**config.mk**
```make
export PLATFORM = sky130hd
export DESIGN_NAME = cmd_chunk_seq
export DESIGN_NICKNAME = d
export VERILOG_FILES = /design/src/rtl/cmd_chunk_pkg.sv /design/src/rtl/chunk_wait_counter.sv /design/src/rtl/chunk_interval_div.sv /design/src/rtl/chunk_finish_tracker.sv /design/src/rtl/cmd_chunk_seq.sv
export SDC_FILE = /design/constraint.sdc
export NUM_CORES = 1
export LEC_CHECK = 0
export ABC_AREA = 1
export BUFFER_PORTS_ARGS = -buffer_cell sky130_fd_sc_hd__buf_2
export CAP_MARGIN = 15
export CORE_UTILIZATION = 35
export CTS_CLUSTER_DIAMETER = 60
export DETAILED_ROUTE_END_ITERATION = 7
export PLACE_DENSITY = 0.52
export SYNTH_ARGS = -nofsm -noshare
export SYNTH_HDL_FRONTEND = slang
export SYNTH_SLANG_ARGS = --single-unit
```
**constraint.sdc**
```tcl
create_clock -name clk -period 5.5 [get_ports clk]
set_input_delay 1.1 -clock clk [delete_from_list [all_inputs] [get_ports clk]]
set_output_delay 1.1 -clock clk [all_outputs]
set_load 0.005 [all_outputs]
```
**src/rtl/cmd_chunk_pkg.sv**
```systemverilog
package cmd_chunk_pkg;
  typedef enum logic [2:0] {
    ST_IDLE,
    ST_OVH,
    ST_DIV,
    ST_GAP,
    ST_ISSUE,
    ST_DRAIN,
    ST_DONE
  } seq_state_e;
endpackage

```
**src/rtl/chunk_wait_counter.sv**
```systemverilog
module chunk_wait_counter #(
  parameter int W = 10
) (
  input  logic         clk,
  input  logic         rst_n,
  input  logic         load,
  input  logic [W-1:0] load_val,
  input  logic         tick,
  output logic         expired
);
  logic [W-1:0] cnt_q, cnt_d;

  always_comb begin
    cnt_d = cnt_q;
    if (load)
      cnt_d = load_val;
    else if (tick && (cnt_q != '0))
      cnt_d = cnt_q - 1'b1;
  end

  always_ff @(posedge clk or negedge rst_n) begin
    if (!rst_n)
      cnt_q <= '0;
    else if (load || tick)
      cnt_q <= cnt_d;
  end

  assign expired = (cnt_q == '0);
endmodule

```
**src/rtl/chunk_interval_div.sv**
```systemverilog
module chunk_interval_div #(
  parameter int DVD_W = 10,
  parameter int DVS_W = 9
) (
  input  logic             clk,
  input  logic             rst_n,
  input  logic             start,
  input  logic [DVD_W-1:0] dividend,
  input  logic [DVS_W-1:0] divisor,
  output logic             busy,
  output logic [DVD_W-1:0] quotient
);
  localparam int STEP_W = $clog2(DVD_W + 1);

  logic [DVD_W-1:0]  quo_q, quo_d;
  logic [DVS_W-1:0]  rem_q, rem_d;
  logic [DVS_W-1:0]  dvs_q;
  logic [STEP_W-1:0] step_q, step_d;
  logic [DVS_W:0]    rem_sh;
  logic              fits;

  always_comb begin
    rem_sh = {rem_q, quo_q[DVD_W-1]};
    fits   = (rem_sh >= {1'b0, dvs_q});
    quo_d  = quo_q;
    rem_d  = rem_q;
    step_d = step_q;
    if (start) begin
      quo_d  = dividend;
      rem_d  = '0;
      step_d = STEP_W'(DVD_W);
    end else if (busy) begin
      quo_d  = {quo_q[DVD_W-2:0], fits};
      rem_d  = fits ? DVS_W'(rem_sh - {1'b0, dvs_q}) : rem_sh[DVS_W-1:0];
      step_d = step_q - 1'b1;
    end
  end

  always_ff @(posedge clk or negedge rst_n) begin
    if (!rst_n) begin
      quo_q  <= '0;
      rem_q  <= '0;
      dvs_q  <= '0;
      step_q <= '0;
    end else if (start || busy) begin
      quo_q  <= quo_d;
      rem_q  <= rem_d;
      step_q <= step_d;
      if (start)
        dvs_q <= divisor;
    end
  end

  assign busy     = (step_q != '0);
  assign quotient = quo_q;
endmodule

```
**src/rtl/chunk_finish_tracker.sv**
```systemverilog
module chunk_finish_tracker #(
  parameter int W = 6
) (
  input  logic         clk,
  input  logic         rst_n,
  input  logic         accept,
  input  logic [W-1:0] fin_dly,
  output logic         settled
);
  logic [W-1:0] left_q, left_d, decayed;

  always_comb begin
    decayed = (left_q != '0) ? left_q - 1'b1 : '0;
    left_d  = decayed;
    if (accept && (fin_dly > decayed))
      left_d = fin_dly;
  end

  always_ff @(posedge clk or negedge rst_n) begin
    if (!rst_n)
      left_q <= '0;
    else if (accept || (left_q != '0))
      left_q <= left_d;
  end

  assign settled = (left_q == '0);
endmodule

```
**src/rtl/cmd_chunk_seq.sv**
```systemverilog
module cmd_chunk_seq #(
  parameter int ADDR_W   = 16,
  parameter int BYTES_W  = 12,
  parameter int DRAIN_W  = 10,
  parameter int BURST_LG = 4,
  parameter int CHAN_LG  = 2,
  parameter int FIN_W    = 6,
  parameter int OVERHEAD = 2
) (
  input  logic               clk,
  input  logic               rst_n,
  input  logic               cmd_valid,
  output logic               cmd_ready,
  input  logic [ADDR_W-1:0]  cmd_addr,
  input  logic [BYTES_W-1:0] cmd_bytes,
  input  logic [BYTES_W-1:0] req_bytes,
  input  logic [DRAIN_W-1:0] cmd_drain,
  input  logic               cmd_write,
  output logic               chk_valid,
  input  logic               chk_ready,
  output logic [ADDR_W-1:0]  chk_addr,
  output logic [CHAN_LG-1:0] chk_chan,
  output logic               chk_write,
  input  logic [FIN_W-1:0]   chk_fin_dly,
  output logic               done
);
  import cmd_chunk_pkg::*;

  localparam int CNT_W = BYTES_W - BURST_LG + 1;
  localparam int BURST = 1 << BURST_LG;
  localparam logic HAS_OVH = (OVERHEAD > 0);
  localparam logic [DRAIN_W-1:0] OVH_LOAD =
    (OVERHEAD > 0) ? DRAIN_W'(OVERHEAD - 1) : '0;

  seq_state_e state_q, state_d;
  logic [ADDR_W-1:0]  addr_q, addr_d;
  logic [CNT_W-1:0]   cnt_q, cnt_d, idx_q, idx_d;
  logic [DRAIN_W-1:0] drain_q;
  logic               dir_q;

  logic [BYTES_W-1:0] work_bytes;
  logic [BYTES_W:0]   work_round;
  logic [CNT_W-1:0]   new_cnt;
  logic               accept;

  logic               wc_load, wc_tick, wc_expired;
  logic [DRAIN_W-1:0] wc_val;
  logic               div_start, div_busy;
  logic [DRAIN_W-1:0] div_dividend, interval;
  logic [CNT_W-1:0]   div_divisor;
  logic               hs, trk_settled;

  // work size and chunk count of an offered command
  always_comb begin
    work_bytes = (cmd_bytes != '0) ? cmd_bytes : req_bytes;
    work_round = {1'b0, work_bytes} + (BYTES_W + 1)'(BURST - 1);
    new_cnt    = work_round[BURST_LG +: CNT_W];
  end

  assign accept       = (state_q == ST_IDLE) && cmd_valid;
  assign hs           = (state_q == ST_ISSUE) && chk_ready;
  assign div_dividend = (state_q == ST_IDLE) ? cmd_drain : drain_q;
  assign div_divisor  = (state_q == ST_IDLE) ? new_cnt : cnt_q;

  chunk_wait_counter #(.W(DRAIN_W)) u_wait (
    .clk      (clk),
    .rst_n    (rst_n),
    .load     (wc_load),
    .load_val (wc_val),
    .tick     (wc_tick),
    .expired  (wc_expired)
  );

  chunk_interval_div #(.DVD_W(DRAIN_W), .DVS_W(CNT_W)) u_div (
    .clk      (clk),
    .rst_n    (rst_n),
    .start    (div_start),
    .dividend (div_dividend),
    .divisor  (div_divisor),
    .busy     (div_busy),
    .quotient (interval)
  );

  chunk_finish_tracker #(.W(FIN_W)) u_trk (
    .clk     (clk),
    .rst_n   (rst_n),
    .accept  (hs),
    .fin_dly (chk_fin_dly),
    .settled (trk_settled)
  );

  // next-state logic
  always_comb begin
    state_d   = state_q;
    addr_d    = addr_q;
    cnt_d     = cnt_q;
    idx_d     = idx_q;
    wc_load   = 1'b0;
    wc_val    = '0;
    wc_tick   = 1'b0;
    div_start = 1'b0;
    unique case (state_q)
      ST_IDLE: begin
        if (cmd_valid) begin
          addr_d = cmd_addr;
          cnt_d  = new_cnt;
          idx_d  = '0;
          if (HAS_OVH) begin
            state_d = ST_OVH;
            wc_load = 1'b1;
            wc_val  = OVH_LOAD;
          end else if (new_cnt == '0) begin
            state_d = ST_DONE;
          end else begin
            state_d   = ST_DIV;
            div_start = 1'b1;
          end
        end
      end
      ST_OVH: begin
        if (!wc_expired) begin
          wc_tick = 1'b1;
        end else if (cnt_q == '0) begin
          state_d = ST_DONE;
        end else begin
          state_d   = ST_DIV;
          div_start = 1'b1;
        end
      end
      ST_DIV: begin
        if (!div_busy) begin
          if (interval == '0) begin
            state_d = ST_ISSUE;
          end else begin
            state_d = ST_GAP;
            wc_load = 1'b1;
            wc_val  = interval - 1'b1;
          end
        end
      end
      ST_GAP: begin
        if (wc_expired)
          state_d = ST_ISSUE;
        else
          wc_tick = 1'b1;
      end
      ST_ISSUE: begin
        if (chk_ready) begin
          idx_d  = idx_q + 1'b1;
          addr_d = addr_q + ADDR_W'(BURST);
          if (idx_q == cnt_q - 1'b1) begin
            state_d = ST_DRAIN;
          end else if (interval == '0) begin
            state_d = ST_ISSUE;
          end else begin
            state_d = ST_GAP;
            wc_load = 1'b1;
            wc_val  = interval - 1'b1;
          end
        end
      end
      ST_DRAIN: begin
        if (trk_settled)
          state_d = ST_DONE;
      end
      ST_DONE: begin
        state_d = ST_IDLE;
      end
      default: state_d = ST_IDLE;
    endcase
  end

  // registers
  always_ff @(posedge clk or negedge rst_n) begin
    if (!rst_n) begin
      state_q <= ST_IDLE;
      addr_q  <= '0;
      cnt_q   <= '0;
      idx_q   <= '0;
      drain_q <= '0;
      dir_q   <= 1'b0;
    end else begin
      state_q <= state_d;
      if (accept || hs) begin
        addr_q <= addr_d;
        idx_q  <= idx_d;
      end
      if (accept) begin
        cnt_q   <= cnt_d;
        drain_q <= cmd_drain;
        dir_q   <= cmd_write;
      end
    end
  end

  assign cmd_ready = (state_q == ST_IDLE);
  assign chk_valid = (state_q == ST_ISSUE);
  assign chk_addr  = addr_q;
  assign chk_chan  = addr_q[BURST_LG +: CHAN_LG];
  assign chk_write = dir_q;
  assign done      = (state_q == ST_DONE);
endmodule

```
==> results.cfg <==
[sta]
max_slew.worst_pin.slew_ns = 0.890
finalClockSkew_ns = 0.00860
timing.final.crit_share_pct = 50.7
slew_headroom_pct = 40.5
finalSetupTns_ns = 0
setup_viol = 0
drv_slew = 0
min_period_ns = 2.79
finalHoldViolCount = 0
rsz0062_at_grt = no
max_freq_mhz = 359

[final_layout]
num-fill-cells = 1830
instances_no_fill = 1161
area_delta_synth_final_pct = 14.5
final_nets = 1018
utilization_pct = 41.4
drive_gt1_share_pct = 16.1
antenna_cells = 0
final_common_cell = nand2_1
final_cell_mix = 218 x nand2_1, 117 x inv_1, 96 x dfrtp_1

[global_route]
grt_pass1_wl_mm = 25.3
grt_usage_pct = 17.4
grt_max_degree = 53
grt_overflow = 0
grt_antenna_before_repair = 0
grt_pass1_vias = 5269

[routing]
avgViaCountPerCell = 4.72
dr.first_iter.drc_count = 262
ant_nets = 0
route.detailed.drc = 0
avgRoutedWirePerCell_microns = 12.9
drt-pass1-iter-count = 4
routed_wl_mm = 15.0
num_vias = 5478

[floorplan]
start_util_pct = 36.2
die-width_microns = 136
placementRows = 48
core_area_sq_um = 17400
num_io_pins = 83
die-area_sq_um = 18500
die_y_microns = 136

[flow_run]
maxCapViolCount = 0

[synth]
synthCells = 858
synth_area_leaders = dfrtp_1 38%, nand2_1 13%, inv_1 7.0%, o21ai_0 6.8%, ha_1 4.6%
yosysTopAreaCell = dfrtp_1
async_flop_share_pct = 100
syn_avg_cell_area_sq_um = 7.34
yosysSeqAreaShare_pct = 38.1
synth-edff-count = 0
synth_seq_cells = 96
mappedNetlistNets = 943
synth_top_area_share_pct = 38.1
synthFlopType = dfrtp_1
synth_cell_types = 51
yosys_warnings = 0
syn_area_sq_um = 6300

[place]
portBuffers = 82
placed_cells = 1147
gp_congestion = 0.810
post-dp-hpwl_mm = 11.5

[clocking]
htree_levels = 3
clock_path_buffers = 2
cts_root_buffer = clkbuf_16
cts_sinks = 96
cts_tree = done
clk_pin_slew_ns = 0.07
cts-resized-gates = 0
cts_setup_buffers = 0
holdBufCountCts = 0
clock_latency_ns = 0.35
tritoncts.num_buffers = 9

[setup_path]
endpoint_kind = output port
slowest_delay_ns = 0.50
worstSetupStartpointType = flop
cp.required_ns = 4.40
worstSetupPathType = flop to output port
arrival_ns = 1.69
crit_chain = nor2_1 -> inv_1 -> nor2_1 -> buf_2
cp_max_fo = 12
crit_path_frequent_cell = nor2_1
slowest_stage = nor2_1

[power]
total_leakage_power_nw = 3.60
powerDensity_nw_per_um2 = 534
peakVddDrop_v = 0.000181

[run_status]
status = finished, final reports clean

[hold_path]
hold_class = flop to flop
where the power goes:
part / internal (mW) / switching, mW
sequential: 1.02 / 0.269
clock: 0.394 / 0.279
combinational: 0.735 / 1.16
total: 2.15 / 1.71
metal layers:
metal  vias up  GRT usage [%]  share of wire (%)  wire [microns]
met3         9           3.50                3.1             465
met5         -              0                  0               0
met4         0           4.69                1.2             182
li1       2936              -                  -               -
met2        82           29.9                 48            7200
met1      2451           22.0                 48            7140
cell type report:
| class | count | area (sq um) | share of cell area [%] |
|---|---|---|---|
| multi-input combinational | 611 | 3300 | 45.7 |
| sequential | 96 | 2400 | 33.3 |
| inverter | 131 | 492 | 6.82 |
| timing repair buffer | 84 | 428 | 5.93 |
| tap | 225 | 282 | 3.90 |
| clock buffer | 9 | 225 | 3.12 |
| clock inverter | 5 | 83.8 | 1.16 |
cell usage after synthesis, types with 6 or more instances:
library cell / number
nand2_2: 8
o221ai_1: 9
nand3_1: 40
dfrtp_1: 96
o211ai_1: 11
or2_2: 6
clkbuf_1: 9
xor2_1: 23
nor2_2: 7
nand4_1: 12
a21oi_1: 29
o21ai_0: 86
buf_4: 6
nor2_1: 72
inv_2: 12
nor3_1: 9
ha_1: 23
inv_1: 117
nand2_1: 218
critical path: cells and delay by family, from the launching register on:
family	cells	cell delay, ns
and+or+nand+nor	2	0.61
buffers and inverters	2	0.30
DFF	1	0.42
sequential cells by signal, indices dropped and copies added, names as in the netlist, 3 cells and up:
signal          flops
u_div.rem_q         9
state_q             3
drain_q            10
idx_q               9
chk_addr           16
u_div.step_q        4
u_trk.left_q        6
cnt_q               9
u_div.quotient     10
u_wait.cnt_q       10
u_div.dvs_q         9
path summary, 6_finish.rpt:
| check | start | to | slack [ns] | cells past startpoint |
|---|---|---|---|---|
| hold / removal | chk_addr[1] | chk_addr[1] | 0.48 | 2 |
| hold reg to reg | chk_addr[1] | chk_addr[1] | 0.48 | 2 |
| setup reg to reg | state_q[1] | idx_q[7] | 2.78 | 10 |
| setup / recovery | state_q[1] | cmd_ready | 2.71 | 4 |
| min in group asynchronous | rst_n | u_div.step_q[0] | 0.80 | 1 |
| max in group asynchronous | rst_n | drain_q[1] | 3.65 | 2 |
cells by family (layout without fill, tap and decap cells):
family / count (synthesis) / after routing / share of synthesized area [%]
XOR/XNOR: 28 / 28 / 3.89
buffers and inverters: 151 / 229 / 9.46
adder cells (fa/ha/maj): 24 / 24 / 4.89
flip-flops: 96 / 96 / 38.1
AND/OR/NAND/NOR: 393 / 393 / 28.2
AO/OA/AOI/OAI: 166 / 166 / 15.4
metrics by stage:
| stage | power [mW] | setup WS (ns) | area [sq um] | hold WS, ns |
|---|---|---|---|---|
| floorplan | 2.73 | 3.18 | 6300 | 0.453 |
| global placement | 3.20 | 2.67 | 6900 | 0.470 |
| finish | 3.85 | 2.71 | 7210 | 0.480 |
| detailed placement | 3.21 | 2.66 | 6900 | 0.464 |
| CTS | 3.90 | 2.66 | 7210 | 0.492 |
| global route | 4.27 | 2.32 | 7210 | 0.509 |
No activity file was read; power rests on OpenSTA's default activity.
